==> config.mk <==
export PLATFORM = sky130hd
export DESIGN_NAME = txline_guard
export DESIGN_NICKNAME = d
export VERILOG_FILES = /design/src/rtl/txg_pkg.sv /design/src/rtl/txg_sync.sv /design/src/rtl/txg_cmp.sv /design/src/rtl/txg_fsm.sv /design/src/rtl/txline_guard.sv
export SDC_FILE = /design/constraint.sdc
export NUM_CORES = 1
export LEC_CHECK = 0
export ABC_AREA = 1
export BUFFER_PORTS_ARGS = -buffer_cell sky130_fd_sc_hd__buf_4
export CAP_MARGIN = 25
export CORE_MARGIN = 2
export CORE_UTILIZATION = 40
export CTS_CLUSTER_SIZE = 14
export DETAILED_ROUTE_END_ITERATION = 6
export PLACE_DENSITY = 0.64
export SKIP_CTS_REPAIR_TIMING = 1
export SYNTH_ARGS = -nofsm -noshare
export SYNTH_HDL_FRONTEND = slang
export SYNTH_SLANG_ARGS = --single-unit
==> constraint.sdc <==
create_clock -name clk -period 4.3 [get_ports clk]
set_input_delay 0.215 -clock clk [delete_from_list [all_inputs] [get_ports clk]]
set_output_delay 0.215 -clock clk [all_outputs]
set_load 0.01 [all_outputs]
==> src/rtl/txg_pkg.sv <==
package txg_pkg;

    typedef enum logic [1:0] {
        G_IDLE  = 2'd0,
        G_ARMED = 2'd1,
        G_SEND  = 2'd2,
        G_HALT  = 2'd3
    } guard_st_t;

endpackage

==> src/rtl/txg_sync.sv <==
module txg_sync #(
    parameter int STAGES = 2
) (
    input  logic clk,
    input  logic rst_n,
    input  logic d,
    output logic q
);
    logic [STAGES-1:0] chain;

    generate
        if (STAGES == 1) begin : g_one
            always_ff @(posedge clk or negedge rst_n) begin
                if (!rst_n) chain <= '0;
                else        chain <= d;
            end
        end else begin : g_many
            always_ff @(posedge clk or negedge rst_n) begin
                if (!rst_n) chain <= '0;
                else        chain <= {chain[STAGES-2:0], d};
            end
        end
    endgenerate

    assign q = chain[STAGES-1];
endmodule

==> src/rtl/txg_cmp.sv <==
module txg_cmp #(
    parameter int SYNC_STAGES = 2,
    parameter int BLANK       = 3,
    parameter int MIS_N       = 2
) (
    input  logic clk,
    input  logic rst_n,
    input  logic tx_bit,
    input  logic rb_sync,
    input  logic in_send,
    output logic collide
);
    localparam int LOAD = BLANK + SYNC_STAGES;
    localparam int CW   = $clog2(LOAD + 1);
    localparam int RW   = (MIS_N > 1) ? $clog2(MIS_N + 1) : 1;

    logic [SYNC_STAGES-1:0] tx_dly;
    logic                   tx_prev;
    logic [CW-1:0]          blank_cnt;
    logic [RW-1:0]          run;
    logic                   tx_edge, cmp_en, mis;

    generate
        if (SYNC_STAGES == 1) begin : g_d1
            always_ff @(posedge clk or negedge rst_n) begin
                if (!rst_n) tx_dly <= '0;
                else        tx_dly <= tx_bit;
            end
        end else begin : g_dn
            always_ff @(posedge clk or negedge rst_n) begin
                if (!rst_n) tx_dly <= '0;
                else        tx_dly <= {tx_dly[SYNC_STAGES-2:0], tx_bit};
            end
        end
    endgenerate

    assign tx_edge = (tx_bit != tx_prev);
    assign cmp_en  = in_send && (blank_cnt == '0);
    assign mis     = cmp_en && (rb_sync != tx_dly[SYNC_STAGES-1]);
    assign collide = mis && (run == RW'(MIS_N - 1));

    always_ff @(posedge clk or negedge rst_n) begin
        if (!rst_n) begin
            tx_prev   <= 1'b0;
            blank_cnt <= CW'(LOAD);
            run       <= '0;
        end else begin
            tx_prev <= tx_bit;
            if (!in_send || tx_edge) blank_cnt <= CW'(LOAD);
            else if (blank_cnt != '0) blank_cnt <= blank_cnt - 1'b1;
            if (!mis) run <= '0;
            else if (run != RW'(MIS_N - 1)) run <= run + 1'b1;
        end
    end

    // an edge of the driven level opens a window with no comparison
    a_r5_edge_blanks: assert property (@(posedge clk) disable iff (!rst_n)
        (in_send && tx_edge) |=> !collide);

    generate
        if (MIS_N > 1) begin : g_filt
            // a confirmed mismatch needs an earlier mismatching sample
            a_r4_needs_run: assert property (@(posedge clk) disable iff (!rst_n)
                collide |-> $past(mis));
        end
    endgenerate
endmodule

==> src/rtl/txg_fsm.sv <==
module txg_fsm
    import txg_pkg::*;
(
    input  logic clk,
    input  logic rst_n,
    input  logic act_rise,
    input  logic tx_req,
    input  logic master,
    input  logic car_hit,
    input  logic collide,
    output logic drv_en,
    output logic armed,
    output logic coll_flag
);
    guard_st_t state, state_nx;
    logic      flag_nx;

    always_comb begin
        state_nx = state;
        flag_nx  = coll_flag;
        unique case (state)
            G_IDLE: begin
                if (act_rise) state_nx = G_ARMED;
            end
            G_ARMED: begin
                if (master && car_hit) begin
                    state_nx = G_HALT;
                    flag_nx  = 1'b1;
                end else if (tx_req) begin
                    state_nx = G_SEND;
                end
            end
            G_SEND: begin
                if (collide) begin
                    state_nx = G_HALT;
                    flag_nx  = 1'b1;
                end else if (!tx_req) begin
                    state_nx = G_IDLE;
                end
            end
            G_HALT: begin
                if (act_rise) begin
                    state_nx = G_ARMED;
                    flag_nx  = 1'b0;
                end
            end
            default: state_nx = G_IDLE;
        endcase
    end

    always_ff @(posedge clk or negedge rst_n) begin
        if (!rst_n) begin
            state     <= G_IDLE;
            coll_flag <= 1'b0;
        end else begin
            state     <= state_nx;
            coll_flag <= flag_nx;
        end
    end

    always_comb begin
        drv_en = (state == G_SEND);
        armed  = (state == G_ARMED) || (state == G_SEND);
    end

    // a confirmed mismatch releases the driver and latches the flag
    a_r3_release: assert property (@(posedge clk) disable iff (!rst_n)
        collide |=> (!drv_en && coll_flag));
    // carrier before start in master mode blocks the driver
    a_r6_block_start: assert property (@(posedge clk) disable iff (!rst_n)
        (state == G_ARMED && master && car_hit) |=> (state == G_HALT && !drv_en));
    // a clean end of telegram disarms
    a_r8_disarm: assert property (@(posedge clk) disable iff (!rst_n)
        (state == G_SEND && !tx_req && !collide) |=> (!armed && !coll_flag));
    // the flag holds until an activate edge
    a_r9_sticky: assert property (@(posedge clk) disable iff (!rst_n)
        (coll_flag && !act_rise) |=> coll_flag);
    // the driver is never on while the flag is set
    a_r9_no_drive_flagged: assert property (@(posedge clk) disable iff (!rst_n)
        drv_en |-> !coll_flag);
endmodule

==> src/rtl/txline_guard.sv <==
module txline_guard #(
    parameter int  SYNC_STAGES = 2,
    parameter int  BLANK       = 3,
    parameter int  MIS_N       = 2,
    parameter int  N_CH        = 2,
    localparam int CH_W        = (N_CH > 1) ? $clog2(N_CH) : 1
) (
    input  logic            clk,
    input  logic            rst_n,
    input  logic            tx_data,
    input  logic            tx_req,
    input  logic            line_rb,
    input  logic [N_CH-1:0] carrier,
    input  logic [CH_W-1:0] chan_sel,
    input  logic            cfg_master,
    input  logic            cfg_activate,
    output logic            drv_en,
    output logic            armed,
    output logic            coll_flag
);
    logic act_q, act_rise, rb_sync, collide, car_hit;

    always_ff @(posedge clk or negedge rst_n) begin
        if (!rst_n) act_q <= 1'b0;
        else        act_q <= cfg_activate;
    end
    assign act_rise = cfg_activate && !act_q;
    assign car_hit  = carrier[chan_sel];

    txg_sync #(.STAGES(SYNC_STAGES)) u_sync (
        .clk(clk), .rst_n(rst_n), .d(line_rb), .q(rb_sync)
    );

    txg_cmp #(.SYNC_STAGES(SYNC_STAGES), .BLANK(BLANK), .MIS_N(MIS_N)) u_cmp (
        .clk(clk), .rst_n(rst_n), .tx_bit(tx_data), .rb_sync(rb_sync),
        .in_send(drv_en), .collide(collide)
    );

    txg_fsm u_fsm (
        .clk(clk), .rst_n(rst_n), .act_rise(act_rise), .tx_req(tx_req),
        .master(cfg_master), .car_hit(car_hit), .collide(collide),
        .drv_en(drv_en), .armed(armed), .coll_flag(coll_flag)
    );

    // the flag cannot rise while the guard is not armed
    a_r10_idle_quiet: assert property (@(posedge clk) disable iff (!rst_n)
        (!armed && !coll_flag) |=> !coll_flag);
endmodule

==> run metrics <==
commonest cells after routing, fill and taps aside nand2_1 (26), inv_1 (15), buf_4 (12), nor2_1 (11), dfrtp_1 (11); Synth Net Count 109; Power Total 0.000430 W; # nets final 127; via count of the first global-routing pass 480; endpoints failing setup 0; Leak 0.506 nW; top layer in use met4; WL met3 28 um; crit path capture type primary output; Die Ht 46.9 um; first-pass GRT wire length 1.84 mm; Port-buffer cells 12; PwrDens 481 nW/um^2; Setup WS post-layout 2790 ps; Area Overhead vs Synth 21.4%; FP Rows 15; DRC 0; final cell count without fillers 134; Die W 46.9 um; Die ar. 2200 sq um; clk_skew 5.80 ps; register area share after synthesis 44.5%; unrepaired setup endpoints after global routing false; mean routed wirelength per cell 8.41 um; crit path DAT 1300 ps; Clk pin slew, worst setup/hold paths 80 ps; Bufs on Longest Clock Path 2; starting density of the core 42.7%; Final Hold Fails 0; met2 WL 525 um; Avg Cell Area, Syn 8.01 sq um; Clk Latency, worst-skew pair 270 ps; Vias 573; max-slew headroom at the worst pin 87.2%; drt first-iter violations 1; largest net degree at the start of global routing 14; Slew Viols, Final 0; vias per inst 4.28; total gr overflow 0; Placed Cells 129; worst min-delay path class in -> reg; Startpoint Class flip-flop; CP max FO 5; Tcrit/Tclk final 35.2%; setup TNS 0 ps; clk root buf clkbuf_4; Req. time, crit path 4090 ps; Unique masters post-synth 20; GP Congestion 0.831; post-layout minimum cycle time 1510 ps; DRT met1 WL 535 um; Num CTS Buffers 3; cells after synthesis 92; Cell Chain, Critical Path inv_1 -> ha_1 -> inv_1 -> buf_4; slowest stage delay, CP 430 ps; Peak VDD IR 0.403 mV; CTS tree built; All-Layer GR Usage 12.5%; leading cell type in the layout, fill and taps excluded nand2_1; DP HPWL 927 um; Max-Cap Viols 0; Buffers & Inverters on Critical Path 3; initial antenna violation count 0; YS warnings 0; Ports 13; cell mode on critical path inv_1; delay-heaviest family, CP flip-flops; routed wire length 1.13 mm; Num Clock Sinks 13; total core area 1730 sq um; ANT nets after route 0; worst-margin pin slew 193 ps; fmax 0.661 GHz; WS Path Type reg -> out; Slowest-stage cell, CP dfrtp_1; drt first pass iters 2; number of diodes 0; htree depth 1; pre-CTS setup slack 2820 ps; outcome complete, no violations; Post-Syn Area 737 sq um; layout cell share with drive strength beyond 1 23.9%; #FFs+latches synth 13
## power breakdown
| part | switching (W) | total [W] | internal [W] |
|---|---|---|---|
| Combinational | 0.000114 | 0.000199 | 0.0000842 |
| Sequential | 0.0000148 | 0.000158 | 0.000143 |
| Clock | 0.0000371 | 0.0000730 | 0.0000359 |
## cell usage after synthesis, drive strengths merged
cell type / number / area [sq um]
a21oi: 4 / 23.8
clkinv: 1 / 5.00
dfrtp: 11 / 275
dfstp: 2 / 52.6
ha: 7 / 87.6
inv: 17 / 63.8
nand2: 29 / 121
nand3: 4 / 25.0
nor2: 12 / 47.6
o21a: 1 / 7.51
o21ai: 2 / 10.0
xnor2: 1 / 8.76
xor2: 1 / 8.76
## area by class of cell
type,instances,area (sq um)
clock buffer,4,26.3
fill,171,832
inverter,18,68.8
multi-input combinational,61,340
sequential,13,328
tap,25,31.3
timing repair buffer,13,100
## sequential cells by signal, summed over array words and instances, names as in the netlist
name	flops
act_q	1
u_cmp.run	2
u_sync.chain	2
u_cmp.tx_dly	2
u_fsm.coll_flag	1
u_cmp.blank_cnt	3
u_fsm.state	2
## logic make-up after synthesis
logic type | synth area share, %
adder cells (fa/ha/maj) | 11.9
AO/OA/AOI/OAI | 5.60
XOR/XNOR | 2.38
buffers and inverters | 9.34
flip-flops | 44.5
AND/OR/NAND/NOR | 26.3
## path summary, 6_finish.rpt
path	start	to	slack, ps	cells after the start
worst max-delay path	u_fsm.state[0]	armed	2790	4
worst min-delay path	line_rb	u_sync.chain[0]	40	1
worst max register to register	u_cmp.blank_cnt[0]	u_fsm.state[0]	2820	10
worst min register to register	u_sync.chain[0]	u_sync.chain[1]	360	0
max in group asynchronous	rst_n	u_cmp.blank_cnt[0]	3760	2
min in group asynchronous	rst_n	u_cmp.tx_dly[0]	310	2
## metal layers
layer	GRT usage, %	up-vias
met5	0	-
met4	8.33	0
met3	4.62	4
met2	20.8	10
met1	13.1	253
li1	-	306
## through the flow
step | hold WS, ps | util (%) | cell area (sq um)
3_5_place_dp | 65.5 | 49.7 | 858
3_3_place_gp | 66.5 | 49.7 | 858
5_1_grt | 29.8 | 51.8 | 895
6_report | 43.3 | 51.8 | 895
4_1_cts | -239 | 51.2 | 885
2_1_floorplan | -80.6 | - | 737
(Power assumes the default switching activity.)
